## config.mk

```make
export PLATFORM = sky130hd
export DESIGN_NAME = flash_id_probe
export DESIGN_NICKNAME = d
export VERILOG_FILES = /design/src/rtl/flash_id_pkg.sv /design/src/rtl/flash_id_decode.sv /design/src/rtl/flash_id_seq.sv /design/src/rtl/flash_id_probe.sv
export SDC_FILE = /design/constraint.sdc
export NUM_CORES = 1
export LEC_CHECK = 0
export BUFFER_PORTS_ARGS = -buffer_cell sky130_fd_sc_hd__buf_2
export CORE_MARGIN = 10
export CORE_UTILIZATION = 40
export CTS_CLUSTER_SIZE = 24
export DETAILED_ROUTE_END_ITERATION = 6
export SKIP_CTS_REPAIR_TIMING = 1
export SLEW_MARGIN = 20
export SYNTH_ARGS = -nofsm -noshare
export SYNTH_HDL_FRONTEND = slang
export SYNTH_SLANG_ARGS = --single-unit
```

## constraint.sdc

```tcl
create_clock -name clk -period 3 [get_ports clk]
set_clock_uncertainty 0.05 [all_clocks]
set_input_delay 0.3 -clock clk [delete_from_list [all_inputs] [get_ports clk]]
set_output_delay 0.3 -clock clk [all_outputs]
set_load 0.05 [all_outputs]
```

## src/rtl/flash_id_pkg.sv

```systemverilog
package flash_id_pkg;
  localparam int BYTE_W        = 8;
  localparam int BUSY_BIT      = 0;
  localparam logic [BYTE_W-1:0] CMD_STATUS = 8'h05;
  localparam logic [BYTE_W-1:0] CMD_IDENT  = 8'h9F;
  localparam logic [BYTE_W-1:0] FILLER     = 8'hA5;

  localparam int N_MFR  = 2;
  localparam int N_TYPE = 5;
  localparam logic [BYTE_W-1:0] MFR_CODES  [N_MFR]  = '{8'hEF, 8'h37};
  localparam logic [BYTE_W-1:0] TYPE_CODES [N_TYPE] = '{8'h30, 8'h40, 8'h50, 8'h60, 8'h70};

  // capacity code CAP_BASE+k means 2**(SECT_LOG_BASE+k) sectors
  localparam int CAP_BASE      = 'h14;
  localparam int CAP_STEPS     = 5;
  localparam int SECT_LOG_BASE = 8;
  localparam int CNT_W         = SECT_LOG_BASE + CAP_STEPS;

  typedef enum logic [2:0] {
    PH_IDLE, PH_STAT_CMD, PH_STAT_RD, PH_GAP,
    PH_ID_CMD, PH_ID_B0, PH_ID_B1, PH_ID_B2
  } phase_e;
endpackage

```

## src/rtl/flash_id_decode.sv

```systemverilog
module flash_id_decode
  import flash_id_pkg::*;
(
  input  logic [BYTE_W-1:0] mfr,
  input  logic [BYTE_W-1:0] mtype,
  input  logic [BYTE_W-1:0] cap,
  output logic              ok,
  output logic [CNT_W-1:0]  count
);
  logic             mfr_hit;
  logic             type_hit;
  logic [CNT_W-1:0] cnt_v;

  always_comb begin
    mfr_hit  = 1'b0;
    type_hit = 1'b0;
    cnt_v    = '0;
    for (int i = 0; i < N_MFR; i++)
      if (mfr == MFR_CODES[i]) mfr_hit = 1'b1;
    for (int j = 0; j < N_TYPE; j++)
      if (mtype == TYPE_CODES[j]) type_hit = 1'b1;
    for (int k = 0; k < CAP_STEPS; k++)
      if (cap == BYTE_W'(CAP_BASE + k)) cnt_v[SECT_LOG_BASE + k] = 1'b1;
    ok    = mfr_hit && type_hit && (|cnt_v);
    count = ok ? cnt_v : '0;
  end
endmodule

```

## src/rtl/flash_id_seq.sv

```systemverilog
module flash_id_seq
  import flash_id_pkg::*;
(
  input  logic              clk,
  input  logic              rst_n,
  input  logic              start,
  output logic              launch,
  output logic              fin,
  output logic              xfer_go,
  output logic [BYTE_W-1:0] xfer_tx,
  input  logic              xfer_done,
  input  logic [BYTE_W-1:0] xfer_rx,
  output logic              cs_n,
  output logic [BYTE_W-1:0] mfr_q,
  output logic [BYTE_W-1:0] type_q
);
  phase_e            phase, phase_n;
  logic              issued, issued_n;
  logic              to_id, to_id_n;
  logic [BYTE_W-1:0] mfr_n, type_n;
  logic              byte_ph;

  assign byte_ph = (phase != PH_IDLE) && (phase != PH_GAP);
  assign xfer_go = byte_ph && !issued;
  assign cs_n    = !byte_ph;

  always_comb begin
    unique case (phase)
      PH_STAT_CMD: xfer_tx = CMD_STATUS;
      PH_ID_CMD:   xfer_tx = CMD_IDENT;
      default:     xfer_tx = FILLER;
    endcase
  end

  always_comb begin
    phase_n  = phase;
    issued_n = issued;
    to_id_n  = to_id;
    mfr_n    = mfr_q;
    type_n   = type_q;
    launch   = 1'b0;
    fin      = 1'b0;
    if (phase == PH_IDLE) begin
      if (start) begin
        phase_n  = PH_STAT_CMD;
        issued_n = 1'b0;
        launch   = 1'b1;
      end
    end else if (phase == PH_GAP) begin
      phase_n = to_id ? PH_ID_CMD : PH_STAT_CMD;
    end else if (!issued) begin
      issued_n = 1'b1;
    end else if (xfer_done) begin
      issued_n = 1'b0;
      unique case (phase)
        PH_STAT_CMD: phase_n = PH_STAT_RD;
        PH_STAT_RD: begin
          phase_n = PH_GAP;
          to_id_n = !xfer_rx[BUSY_BIT];
        end
        PH_ID_CMD: phase_n = PH_ID_B0;
        PH_ID_B0: begin
          mfr_n   = xfer_rx;
          phase_n = PH_ID_B1;
        end
        PH_ID_B1: begin
          type_n  = xfer_rx;
          phase_n = PH_ID_B2;
        end
        default: begin
          fin     = 1'b1;
          phase_n = PH_IDLE;
        end
      endcase
    end
  end

  always_ff @(posedge clk or negedge rst_n) begin
    if (!rst_n) begin
      phase  <= PH_IDLE;
      issued <= 1'b0;
      to_id  <= 1'b0;
      mfr_q  <= '0;
      type_q <= '0;
    end else begin
      phase  <= phase_n;
      issued <= issued_n;
      to_id  <= to_id_n;
      mfr_q  <= mfr_n;
      type_q <= type_n;
    end
  end
endmodule

```

## src/rtl/flash_id_probe.sv

```systemverilog
module flash_id_probe
  import flash_id_pkg::*;
(
  input  logic              clk,
  input  logic              rst_n,
  input  logic              start,
  output logic              xfer_go,
  output logic [BYTE_W-1:0] xfer_tx,
  input  logic              xfer_done,
  input  logic [BYTE_W-1:0] xfer_rx,
  output logic              cs_n,
  output logic              probe_done,
  output logic              id_valid,
  output logic [CNT_W-1:0]  sector_count
);
  localparam int SYNC_STAGES = 2;

  logic [SYNC_STAGES-1:0] rst_pipe;
  logic                   rst_i_n;
  logic                   launch, fin, dec_ok;
  logic [BYTE_W-1:0]      mfr_q, type_q;
  logic [CNT_W-1:0]       dec_cnt;
  logic                   done_n, valid_n;
  logic [CNT_W-1:0]       count_n;
  logic                   res_en;

  always_ff @(posedge clk or negedge rst_n) begin
    if (!rst_n) rst_pipe <= '0;
    else        rst_pipe <= {rst_pipe[SYNC_STAGES-2:0], 1'b1};
  end
  assign rst_i_n = rst_pipe[SYNC_STAGES-1];

  flash_id_seq u_seq (
    .clk(clk), .rst_n(rst_i_n), .start(start), .launch(launch), .fin(fin),
    .xfer_go(xfer_go), .xfer_tx(xfer_tx), .xfer_done(xfer_done),
    .xfer_rx(xfer_rx), .cs_n(cs_n), .mfr_q(mfr_q), .type_q(type_q)
  );

  flash_id_decode u_dec (
    .mfr(mfr_q), .mtype(type_q), .cap(xfer_rx), .ok(dec_ok), .count(dec_cnt)
  );

  assign res_en = launch || fin;

  always_comb begin
    done_n  = fin;
    valid_n = fin ? dec_ok : id_valid;
    count_n = fin ? dec_cnt : sector_count;
  end

  always_ff @(posedge clk or negedge rst_i_n) begin
    if (!rst_i_n) begin
      probe_done   <= 1'b0;
      id_valid     <= 1'b0;
      sector_count <= '0;
    end else if (res_en) begin
      probe_done   <= done_n;
      id_valid     <= valid_n;
      sector_count <= count_n;
    end
  end
endmodule

```

==> metrics list, run 1 <==
- The clock tree synthesis step divided the H-tree into 2 levels.
* Horizontal die dimension: between 80 and 90 um
* Path type of the worst setup path: reg2reg
- Wirelength per Cell: 13.9 um
- Clock tree root driver cell: clkbuf_8
- Buffers from clock root to sink, at most: 2
- In this run the vertical extent of the chip is 81.8 um.
* Final Hold Viols: 0
* Fraction of registers with async set/reset: 100%
- Total wirelength of the detailed-routed design: around 3.0 mm
* Worst setup SP type: flip-flop
- Number of violations of the max-capacitance limit: 0
- Largest net degree at the start of global routing: 29
- Along the worst path, the maximum fanout reaches 9.
- The total area inside the core boundary comes to 3690 um2.
- Net switching is about two fifths of the power.
- Endpoints failing setup: 0
* Growth of design area from synthesis to finish: 13.7%
- 37 I/O pins were placed.
- The number of buffers and inverters on the critical path is 1.
* Unrepaired setup endpoints after global routing: no
- The die covers approximately 6700 um2.
- Antenna violations before repair: 0
- After routing, the total negative slack on setup checks comes to 0 ns.
- Number of enable flip-flop cells after synthesis: 0
* Achievable clock frequency: 440 MHz
- Port buffer count: 25
- Combinational fraction of design power: around 43%
- After clock tree synthesis, the clock-pin slew on the worst setup and hold paths is approximately 0.06 ns.
- Clock tree synthesis inserted a total of 5 buffers.
- Cell internal power was estimated by the tool at around 1 mW.
* Slowest library cell on the worst path: or3_1
- Combined area of all synthesized cells: around 1500 um2
- Dominant synthesized flop cell: dfrtp_1
- DP Cell Count: 209
* Clock tree from TritonCTS: done
- Via count of the first global-routing pass: around 1100
- Ant diodes: 0
- For this run, design rule violations remaining after detail routing come to 0.
- The tightest min-delay check is of the reg2async type.
- Routability Congestion: about 0.78
* Number of non-filler instances in the completed layout: roughly 220
- Leading area contributor after synthesis: dfrtp_1
* Cell variety after synth: 36
- After synthesis, the mean cell area works out to around 11 um2.
- Chain of cells forming the critical path: inv_1 > ha_1 > or3_4 > or3_1 > or3_1 > o21ai_2
* Required @ worst endpoint: about 3.2 ns
- Most used cell, CP: or3_1
- Detailed placement finished with a half-perimeter wire length of 2.36 mm.
- Final period utilization: ~76%
* Part of the total power dissipated in the clock network: between 10% and 20%
- Post-place instance area: between 1500 and 2000 um2
- In this run the tightest slew margin relative to its limit is 60.0%.
- Leak: about 0.85 nW
* Routed via count: approximately 1100
- # fillers: between 300 and 400
- For this run, the register share of the synthesized area comes to 49.1%.
- Ranking of synthesized cells by area: dfrtp_1 49%, mux2_2 10%, buf_4 6.4%, o21ai_0 3.6%, nand2_1 3.4%
* Clock insertion delay at the later pin of the skew report: 0.27 ns
* Count of mapped cells out of synthesis: around 140
* Status: finished clean
- After the first detailed-routing iteration, the DRC count stood at 76.
- Critical path's top delay family: simple AND/OR/NAND/NOR gates
* Post-route cell area: about 1700 um2
* Vias per inst: approximately 5
- The first global-routing pass estimated between 4 and 5 mm of wire.
* CP Capture Type: flip-flop
- Register bit count reported by yosys: 30
* Fraction of final layout cells with drive strength greater than 1: 30.6%
- Counting every sink on the clock net gives 30.
* Data arrival, critical path: 2.42 ns
- Synth top area share: 49.1%
* Fin. max-slew vios: 0
- The worst-case IR drop observed on VDD is ~0.00042 V.
- For this run, the number of Yosys warnings is 0.
* Largest stage delay on the critical path: about 0.48 ns
* DR pass1 iterations: 4
- Global routing used a little over 9% of the available tracks.
* Power per unit of standard cell area: between 900 and 1000 nW/um2
- Relative contribution of sequential cells to total power: 38.4%
- At the pin with the least slew margin, the transition time is between 0.5 and 0.6 ns.
* Psw: roughly 0.7 mW
- The detail route stage leaves a number of antenna-violating nets equal to 0.
- After the last flow step, the layout net total stands at 185.
- Clock period minus final worst setup slack: approximately 2.3 ns
- Once the floorplan was initialized, standard cells occupied roughly two fifths of the core.
* Cell row count: 22
- Residual overflow from global routing: 0
power by group through the flow:
stage | logic, mW | clock network, mW | registers, mW
after floorplan | 0.629 | 0 | 0.646
after global placement | 0.728 | 0 | 0.655
after detailed placement | 0.743 | 0 | 0.667
after CTS | 0.744 | 0.335 | 0.660
after global routing | 0.807 | 0.351 | 0.683
final | 0.738 | 0.324 | 0.660
worst paths after layout:
| path | startpoint | to | cells past startpoint | slack (ns) |
|---|---|---|---|---|
| worst max-delay path | u_seq.phase[0]$_DFFE_PN0P_ | sector_count[8]$_DFFE_PN0P_ | 6 | 0.73 |
| max in group asynchronous | rst_pipe[1]$_DFF_PN0_ | id_valid$_DFFE_PN0P_ | 0 | 2.28 |
| worst max register to register | u_seq.phase[0]$_DFFE_PN0P_ | sector_count[8]$_DFFE_PN0P_ | 6 | 0.73 |
| min in group clk | xfer_rx[4] | u_seq.mfr_q[4]$_DFFE_PN0P_ | 2 | 0.24 |
| worst min-delay path | rst_pipe[1]$_DFF_PN0_ | u_seq.type_q[5]$_DFFE_PN0P_ | 0 | 0.22 |
| worst min register to register | rst_pipe[1]$_DFF_PN0_ | u_seq.type_q[5]$_DFFE_PN0P_ | 0 | 0.22 |
cells in the mapped netlist, drive strengths merged (3+ instances only):
master,number
dfrtp,30
buf,14
mux2,14
nand2,14
o21ai,12
inv,6
a21oi,4
ha,4
nand4,4
nor4b,4
nand3,3
nand3b,3
or3,3
final cells by class:
cell class | instances | area (um2) | area share [%]
clock buffer | 7 | 86.3 | 4.97
clock inverter | 1 | 5.00 | 0.288
inverter | 6 | 22.5 | 1.30
multi-input combinational | 100 | 677 | 38.9
sequential | 30 | 752 | 43.3
tap | 48 | 60.1 | 3.46
timing repair buffer | 26 | 135 | 7.78
placed cells by master, fill, tap and decap left out, types with 2 or more instances in the layout:
master    netlist  routed
nor2_1          2       2
nand2b_1        2       2
inv_1           6       6
nand2_1        14      14
nor2b_1         2       2
nand3_1         3       3
a22o_1          2       2
clkbuf_8        0       6
mux2_2         14      14
and3_1          2       2
nand3b_1        3       3
dfrtp_1        30      29
o21ai_0        11      11
or3_1           2       2
ha_1            4       4
buf_2           0      25
nor4b_1         4       4
nand4_1         4       4
a21oi_1         4       4
conb_1          2      12
sequential cells by signal (all words and copies together), names as in the netlist:
signal	count
u_seq.type_q	8
u_seq.to_id	1
id_valid	1
u_seq.mfr_q	8
sector_count	5
probe_done	1
u_seq.issued	1
u_seq.phase	3
rst_pipe	2
cells by family after synthesis:
family	share of synthesized area, %
DFF	49.1
muxes	11.0
adders and majority gates	3.27
buffers and inverters	9.08
other	0.491
and+or+nand+nor	17.3
AOI/OAI and AO/OA	9.82
metal layers:
metal  share of wire, %  track usage (%)  routed length, um  up-vias
met2                 50             14.8               1500       33
met5                  0                0                  0        -
li1                   -                -                  -      532
met1                 40             10.2               1210      533
met4                1.2             4.08                 37        0
met3                9.2             3.82                279        4
through the flow:
step | util, % | worst slack [ns] | hold slack, ns | total power, mW
final | 47.1 | 0.726 | 0.222 | 1.72
after CTS | 46.8 | 0.714 | -0.258 | 1.74
after global routing | 47.1 | 0.598 | 0.240 | 1.84
after global placement | 44.3 | 0.799 | 0.0358 | 1.38
after floorplan | - | 0.790 | -0.0456 | 1.28
after detailed placement | 44.3 | 0.739 | 0.0374 | 1.41
(Power assumes the default switching activity.)
==> inputs of run 2 (changes only) <==
ABC_AREA = 1   (was default)
clock period = 1.94 ns   (was 3 ns; I/O delays follow)
==> metrics list, run 2 <==
- In the synthesized netlist, the number of instances is 196.
- First-pass GRT wire length: approximately 5.5 mm
- The HPWL after detailed placement is between 2 and 3 mm.
- Number of non-filler instances in the completed layout: 278
* Largest net degree at the start of global routing: 24
- Leak: 1.04 nW
* CP Capture Type: primary output
* Post-synthesis share of cell area spent on and, or, nand and nor gates: 27.4%
* Ant diodes: 0
- Die span in y: between 80 and 90 um
* Routability Congestion: around 0.75
- Total global-route track usage: around 9.3%
- Net count of the finished layout: between 200 and 250
* Power per unit of standard cell area: between 1000 and 1500 nW/um2
- In the post-route analysis, the smallest setup slack over all paths is roughly 0.14 ns.
* Antenna violations before repair: 0
- Port buffering added 25 buffers.
- For this run, design rule violations remaining after detail routing come to 0.
- Most frequent cells after synthesis: 59 x nand2_1, 30 x dfrtp_1, 18 x inv_1, 17 x nor2_1, 16 x o21ai_2
* Number of levels in the clock H-tree: 2
- TritonCTS built the clock tree.
- Summing the areas of all compound-gate instances in the mapped netlist gives ~11% of the synthesized area.
- Worst setup SP type: flip-flop
* Most frequent cell after synthesis: nand2_1
- ANT nets after route: 0
- Subtracting the final worst setup slack from the clock period gives 1.80 ns.
- Ranking of synthesized cells by area: dfrtp_1 46%, nand2_1 13%, o21ai_2 8.5%, buf_4 5.9%, inv_1 4.1%
* Most common cell after layout, fill and taps aside: nand2_1
* Cell variety after synth: 22
- The clock passes through at most 2 buffers.
- Residual overflow from global routing: 0
- CTS clock-pin slew for the worst setup and hold paths: 0.06 ns
- Status: finished clean
- Pin placement for this block handled 37 I/O pins.
- Setup violations remaining at the end of the flow were counted as 0.
* Overall die area: a little over 7000 um2
- Setup repair after global routing left no endpoint under its margin.
- DP Cell Count: about 270
* Combinational family with the most area after synthesis: simple AND/OR/NAND/NOR gates
- Clock tree root driver cell: clkbuf_8
- The detailed router placed between 1000 and 1500 vias in this run.
* Final Hold Viols: 0
* Fraction of registers with async set/reset: between 90% and 100%
- Counting flops and latches in the post-synthesis netlist gives 30.
* Number of buffers inserted during clock tree synthesis: 5
- Synth top area share: 45.6%
- The clock drives 30 sinks.
- The initial utilization of the core area, before any placement, comes to 41.2%.
- Number of enable flip-flop cells after synthesis: 0
- Cell row count: 23
- Dividing the detail-routed wire length by the instance count gives 11.7 um.
- Path type of the worst setup path: reg2out
- The final critical path takes up 93.0% of the cycle.
- Summing the sequential cell areas from Yosys gives between 40% and 50% of the chip area.
- Required @ worst endpoint: between 1.5 and 2 ns
- Core footprint: 4000 um2
- The Yosys step of the flow raised 0 warnings.
- Of all cell types, the one taking the most synthesized area is dfrtp_1.
* Via count of the first global-routing pass: around 1200
- Overall power consumption after layout is estimated at 2.70 mW.
- WHS: about 0.052 ns
- For this run, the detailed router's first-pass iteration total came to 4.
* Fraction of the mapped netlist area in adder cells: approximately 3.0%
- From synthesis to final layout, the design area changed by 14.1%.
* Share of synthesized area spent on multiplexers: 0%
- Maximum ir drop on the vdd rail: 0.000439 V
- Wires add up to 3.24 mm.
- Horizontal die dimension: approximately 84 um
- Along the worst path, the maximum fanout reaches 4.
* Vias per inst: around 4.6
- Dominant synthesized flop cell: dfrtp_1
* Fraction of final layout cells with drive strength greater than 1: 28.5%
- The count of final max-slew check failures is 0.
- Worst min path class: reg2async
- A synthesized cell averages between 8 and 9 um2.
- After the first detailed-routing iteration, the DRC count stood at 53.
- Pre-CTS WS: around 0.30 ns
* Number of violations of the max-capacitance limit: 0
- Largest registers: u_seq.mfr_q: 8 flops, u_seq.type_q: 8 flops, sector_count: 5 flops
- Of the total synthesized cell area, the portion taken by XOR and XNOR cells is 0%.
- Clock latency on the worst-skew pair, taken at its later pin, is ~0.28 ns.
* Data arrival, critical path: roughly 1.6 ns
- For the final routed database, the setup TNS stands at 0 ns.
* Achievable clock frequency: between 500 and 600 MHz
- The library cells used most frequently in the layout, excluding fill and tap cells, are 59 x nand2_1, 30 x dfrtp_1, 25 x buf_2, 18 x inv_1, 17 x nor2_1.
- Combined area of all synthesized cells: approximately 1600 um2
## run 2: metal layers
metal	up-vias	GRT usage, %	part of all wire (%)
met5	-	0	0
met4	0	3.35	1.4
met3	5	4.73	7.6
met2	27	15.0	48
met1	590	10.2	43
li1	648	-	-
## run 2: layout make-up
| type | instances | area [um2] |
|---|---|---|
| fillers | 424 | 2120 |
| inverters | 21 | 78.8 |
| well taps | 50 | 62.6 |
| clock buffers | 7 | 86.3 |
| multi-input cells | 140 | 738 |
| clock inverters | 1 | 5.00 |
| repair buffers | 29 | 158 |
| flip-flops and latches | 30 | 751 |
## run 2: logic make-up (layout without fill, tap and decap cells)
kind of cell | Yosys count | in the layout
other cells | 2 | 12
flops | 30 | 30
fa+ha+maj | 4 | 4
simple gates | 99 | 99
buf+inv | 36 | 58
compound gates | 25 | 25
## run 2: critical path, cell delays in order (launching register included)
cell	delay (ns)
dfrtp_1	0.40
inv_1	0.10
ha_1	0.22
nand2_2	0.12
nand2_4	0.08
nor2_1	0.09
buf_2	0.27
## run 2: report_power, final
| group | total [mW] | switching (mW) | internal [mW] |
|---|---|---|---|
| Clock | 0.511 | 0.226 | 0.286 |
| Combinational | 1.23 | 0.851 | 0.377 |
| Sequential | 0.964 | 0.135 | 0.829 |
## run 2: final timing paths
kind | startpoint | to | slack (ns) | cells after the start
hold reg to reg | rst_pipe[1]$_DFF_PN0_ | sector_count[11]$_DFFE_PN0P_ | 0.05 | 0
max in group asynchronous | rst_pipe[1]$_DFF_PN0_ | u_seq.mfr_q[5]$_DFFE_PN0P_ | 1.21 | 1
hold / removal | rst_pipe[1]$_DFF_PN0_ | sector_count[11]$_DFFE_PN0P_ | 0.05 | 0
min in group clk | xfer_rx[0] | u_seq.to_id$_DFFE_PN0P_ | 0.12 | 2
setup reg to reg | u_seq.phase[0]$_DFFE_PN0P_ | sector_count[11]$_DFFE_PN0P_ | 0.27 | 9
setup / recovery | u_seq.phase[0]$_DFFE_PN0P_ | xfer_go | 0.14 | 6
## run 2: metrics by stage
| step | utilization (%) | cell area [um2] |
|---|---|---|
| detailed placement | 44.4 | 1780 |
| global placement | 44.4 | 1780 |
| CTS | 46.7 | 1870 |
| floorplan | - | 1690 |
| global route | 47.0 | 1880 |
| finish | 47.0 | 1880 |
==> inputs of run 3 (changes only) <==
MAX_ROUTING_LAYER = met4   (was default)
==> metrics list, run 3 (synthesized netlist as in run 2, its figures left out) <==
* Status: finished clean
- Overall die area: between 7000 and 8000 um2
- Clock period minus final worst setup slack: roughly 1.8 ns
* Fraction of final layout cells with drive strength greater than 1: approximately 29%
- # fillers: between 400 and 500
- Commonest non-fill, non-tap cells in the layout: 59 x nand2_1, 30 x dfrtp_1, 25 x buf_2, 18 x inv_1, 17 x nor2_1
- Part of the total power dissipated in the clock network: between 10% and 20%
* Total wirelength of the detailed-routed design: roughly 3.2 mm
- Once the floorplan was initialized, standard cells occupied 41.2% of the core.
- Timing would allow up to 554 MHz.
* Most common cell after layout, fill and taps aside: nand2_1
- Total negative setup slack: 0 ns
- Number of buffers inserted during clock tree synthesis: 5
* Vias per inst: 4.56
- Power per unit of standard cell area: 1440 nW/um2
- The tree built by TritonCTS fans out to 30 sinks.
- Estimated wirelength of the detail-placed design: ~2.5 mm
- Psw: 1.21 mW
* Overall power after layout: 2.70 mW
- Once detail routing completed, the nets flagged for antenna violations numbered 0.
- In this run, the number of DRC markers left after iteration 0 of detailed routing was 65.
- Via count of the first global-routing pass: approximately 1200
- In this run switching power makes up roughly 45% of total power.
- The first detailed-routing pass took 4 iterations.
- Relative to the synthesized area, the layout overhead comes to 14.1%.
- Unrepaired setup endpoints after global routing: no
* Relative contribution of sequential cells to total power: a little over a third
- In this run the worst hold path is classified as reg2async.
- Buffers from clock root to sink, at most: 2
* DRC: 0
- Residual overflow from global routing: 0
* Routed via count: approximately 1300
- In the final routed layout, each cell accounts on average for 11.7 um.
- Cell row count: 23
- Setup violations remaining at the end of the flow were counted as 0.
- Input and output buffers added on the ports amount to 25.
- The final layout contains 243 nets.
- Largest fanout on the critical path: 4
* Largest registers: u_seq.mfr_q: 8 flops, u_seq.type_q: 8 flops, sector_count: 5 flops
* Number of levels in the clock H-tree: 2
* Largest net degree at the start of global routing: 24
* Fin. max-slew vios: 0
- Worst setup SP type: flip-flop
- Clock-pin slew was measured on the worst setup and hold paths at ~0.060 ns.
- Antenna violations before repair: 0
- The first global-routing pass estimated ~5.5 mm of wire.
- The repair_antennas step left the layout with diodes totalling 0.
* Required @ worst endpoint: 1.70 ns
- The final count of hold timing violations is 0.
- Clock tree synthesis selected as its root buffer the cell clkbuf_8.
* Total global-route track usage: under 10%
- The analysis attributes to cell leakage a power of between 1 and 1.5 nW.
- TritonCTS built the clock tree.
- Core footprint: around 4000 um2
- Routability Congestion: 0.762
* Horizontal die dimension: approximately 84 um
* Internal power consumption: roughly 1.5 mW
* Top-Level Pins: 37
* Data arrival, critical path: roughly 1.6 ns
- Across the run, the number of max-cap violations was 0.
- The die is between 80 and 90 um tall.
- STA classifies the critical path endpoint as a primary output.
* Final period utilization: 93.0%
- VDD sags by at most ~0.00044 V.
- The later pin in the worst-skew pair is clocked with a latency of ~0.28 ns.
* Path type of the worst setup path: reg2out
- Per report_power, the combinational group accounts for roughly 45% of the total.
==> run 3: cell counts in the layout (fill, tap and decap cells not counted) <==
No cell type changed its count.
==> run 3: through the flow <==
stage | util [%] | area (um2) | hold WS [ns] | setup WS, ns | std cells
CTS | 46.7 | 1870 | -0.374 | 0.111 | 277
finish | 47.0 | 1880 | 0.0515 | 0.135 | 278
detailed placement | 44.4 | 1780 | -0.0701 | 0.296 | 269
floorplan | - | 1690 | -0.152 | 0.0912 | 206
global placement | 44.4 | 1780 | -0.0690 | 0.322 | 269
global route | 47.0 | 1880 | 0.0777 | 0.00388 | 278
==> run 3: final timing paths <==
path	startpoint	end	slack (ns)	cells past startpoint
setup / recovery	u_seq.phase[0]$_DFFE_PN0P_	xfer_go	0.14	6
hold / removal	rst_pipe[1]$_DFF_PN0_	sector_count[11]$_DFFE_PN0P_	0.05	0
setup reg to reg	u_seq.phase[0]$_DFFE_PN0P_	sector_count[11]$_DFFE_PN0P_	0.27	9
hold reg to reg	rst_pipe[1]$_DFF_PN0_	sector_count[11]$_DFFE_PN0P_	0.05	0
max in group asynchronous	rst_pipe[1]$_DFF_PN0_	u_seq.mfr_q[5]$_DFFE_PN0P_	1.21	1
min in group clk	xfer_rx[0]	u_seq.to_id$_DFFE_PN0P_	0.12	2
==> run 3: critical path, stage by stage (launching register included) <==
cell and delay, ns:
dfrtp_1 0.40, inv_1 0.10, ha_1 0.22, nand2_2 0.12, nand2_4 0.08, nor2_1 0.09
buf_2 0.27
==> run 3: layer usage <==
| layer | GRT usage (%) | routed length [um] | part of all wire (%) |
|---|---|---|---|
| met1 | 10.4 | 1410 | 43 |
| met2 | 15.0 | 1560 | 48 |
| met3 | 4.54 | 232 | 7.2 |
| met4 | 3.35 | 38 | 1.2 |
| met5 | - | 0 | 0 |
==> run 3: cell type report <==
class / count / area [um2] / area share (%)
multi-input cells: 140 / 738 / 39.3
clock buffers: 7 / 86.3 / 4.59
inverters: 21 / 78.8 / 4.19
clock inverters: 1 / 5.00 / 0.266
flip-flops and latches: 30 / 751 / 39.9
repair buffers: 29 / 158 / 8.39
well taps: 50 / 62.6 / 3.33
==> run 3: power by group through the flow <==
stage                     Sequential (mW)  Combinational, mW  Clock, mW
after global placement              0.970               1.23          0
after CTS                           0.964               1.25      0.530
after floorplan                     0.989               1.01          0
after detailed placement            0.974               1.24          0
after global routing                0.994               1.36      0.564
final                               0.964               1.23      0.511
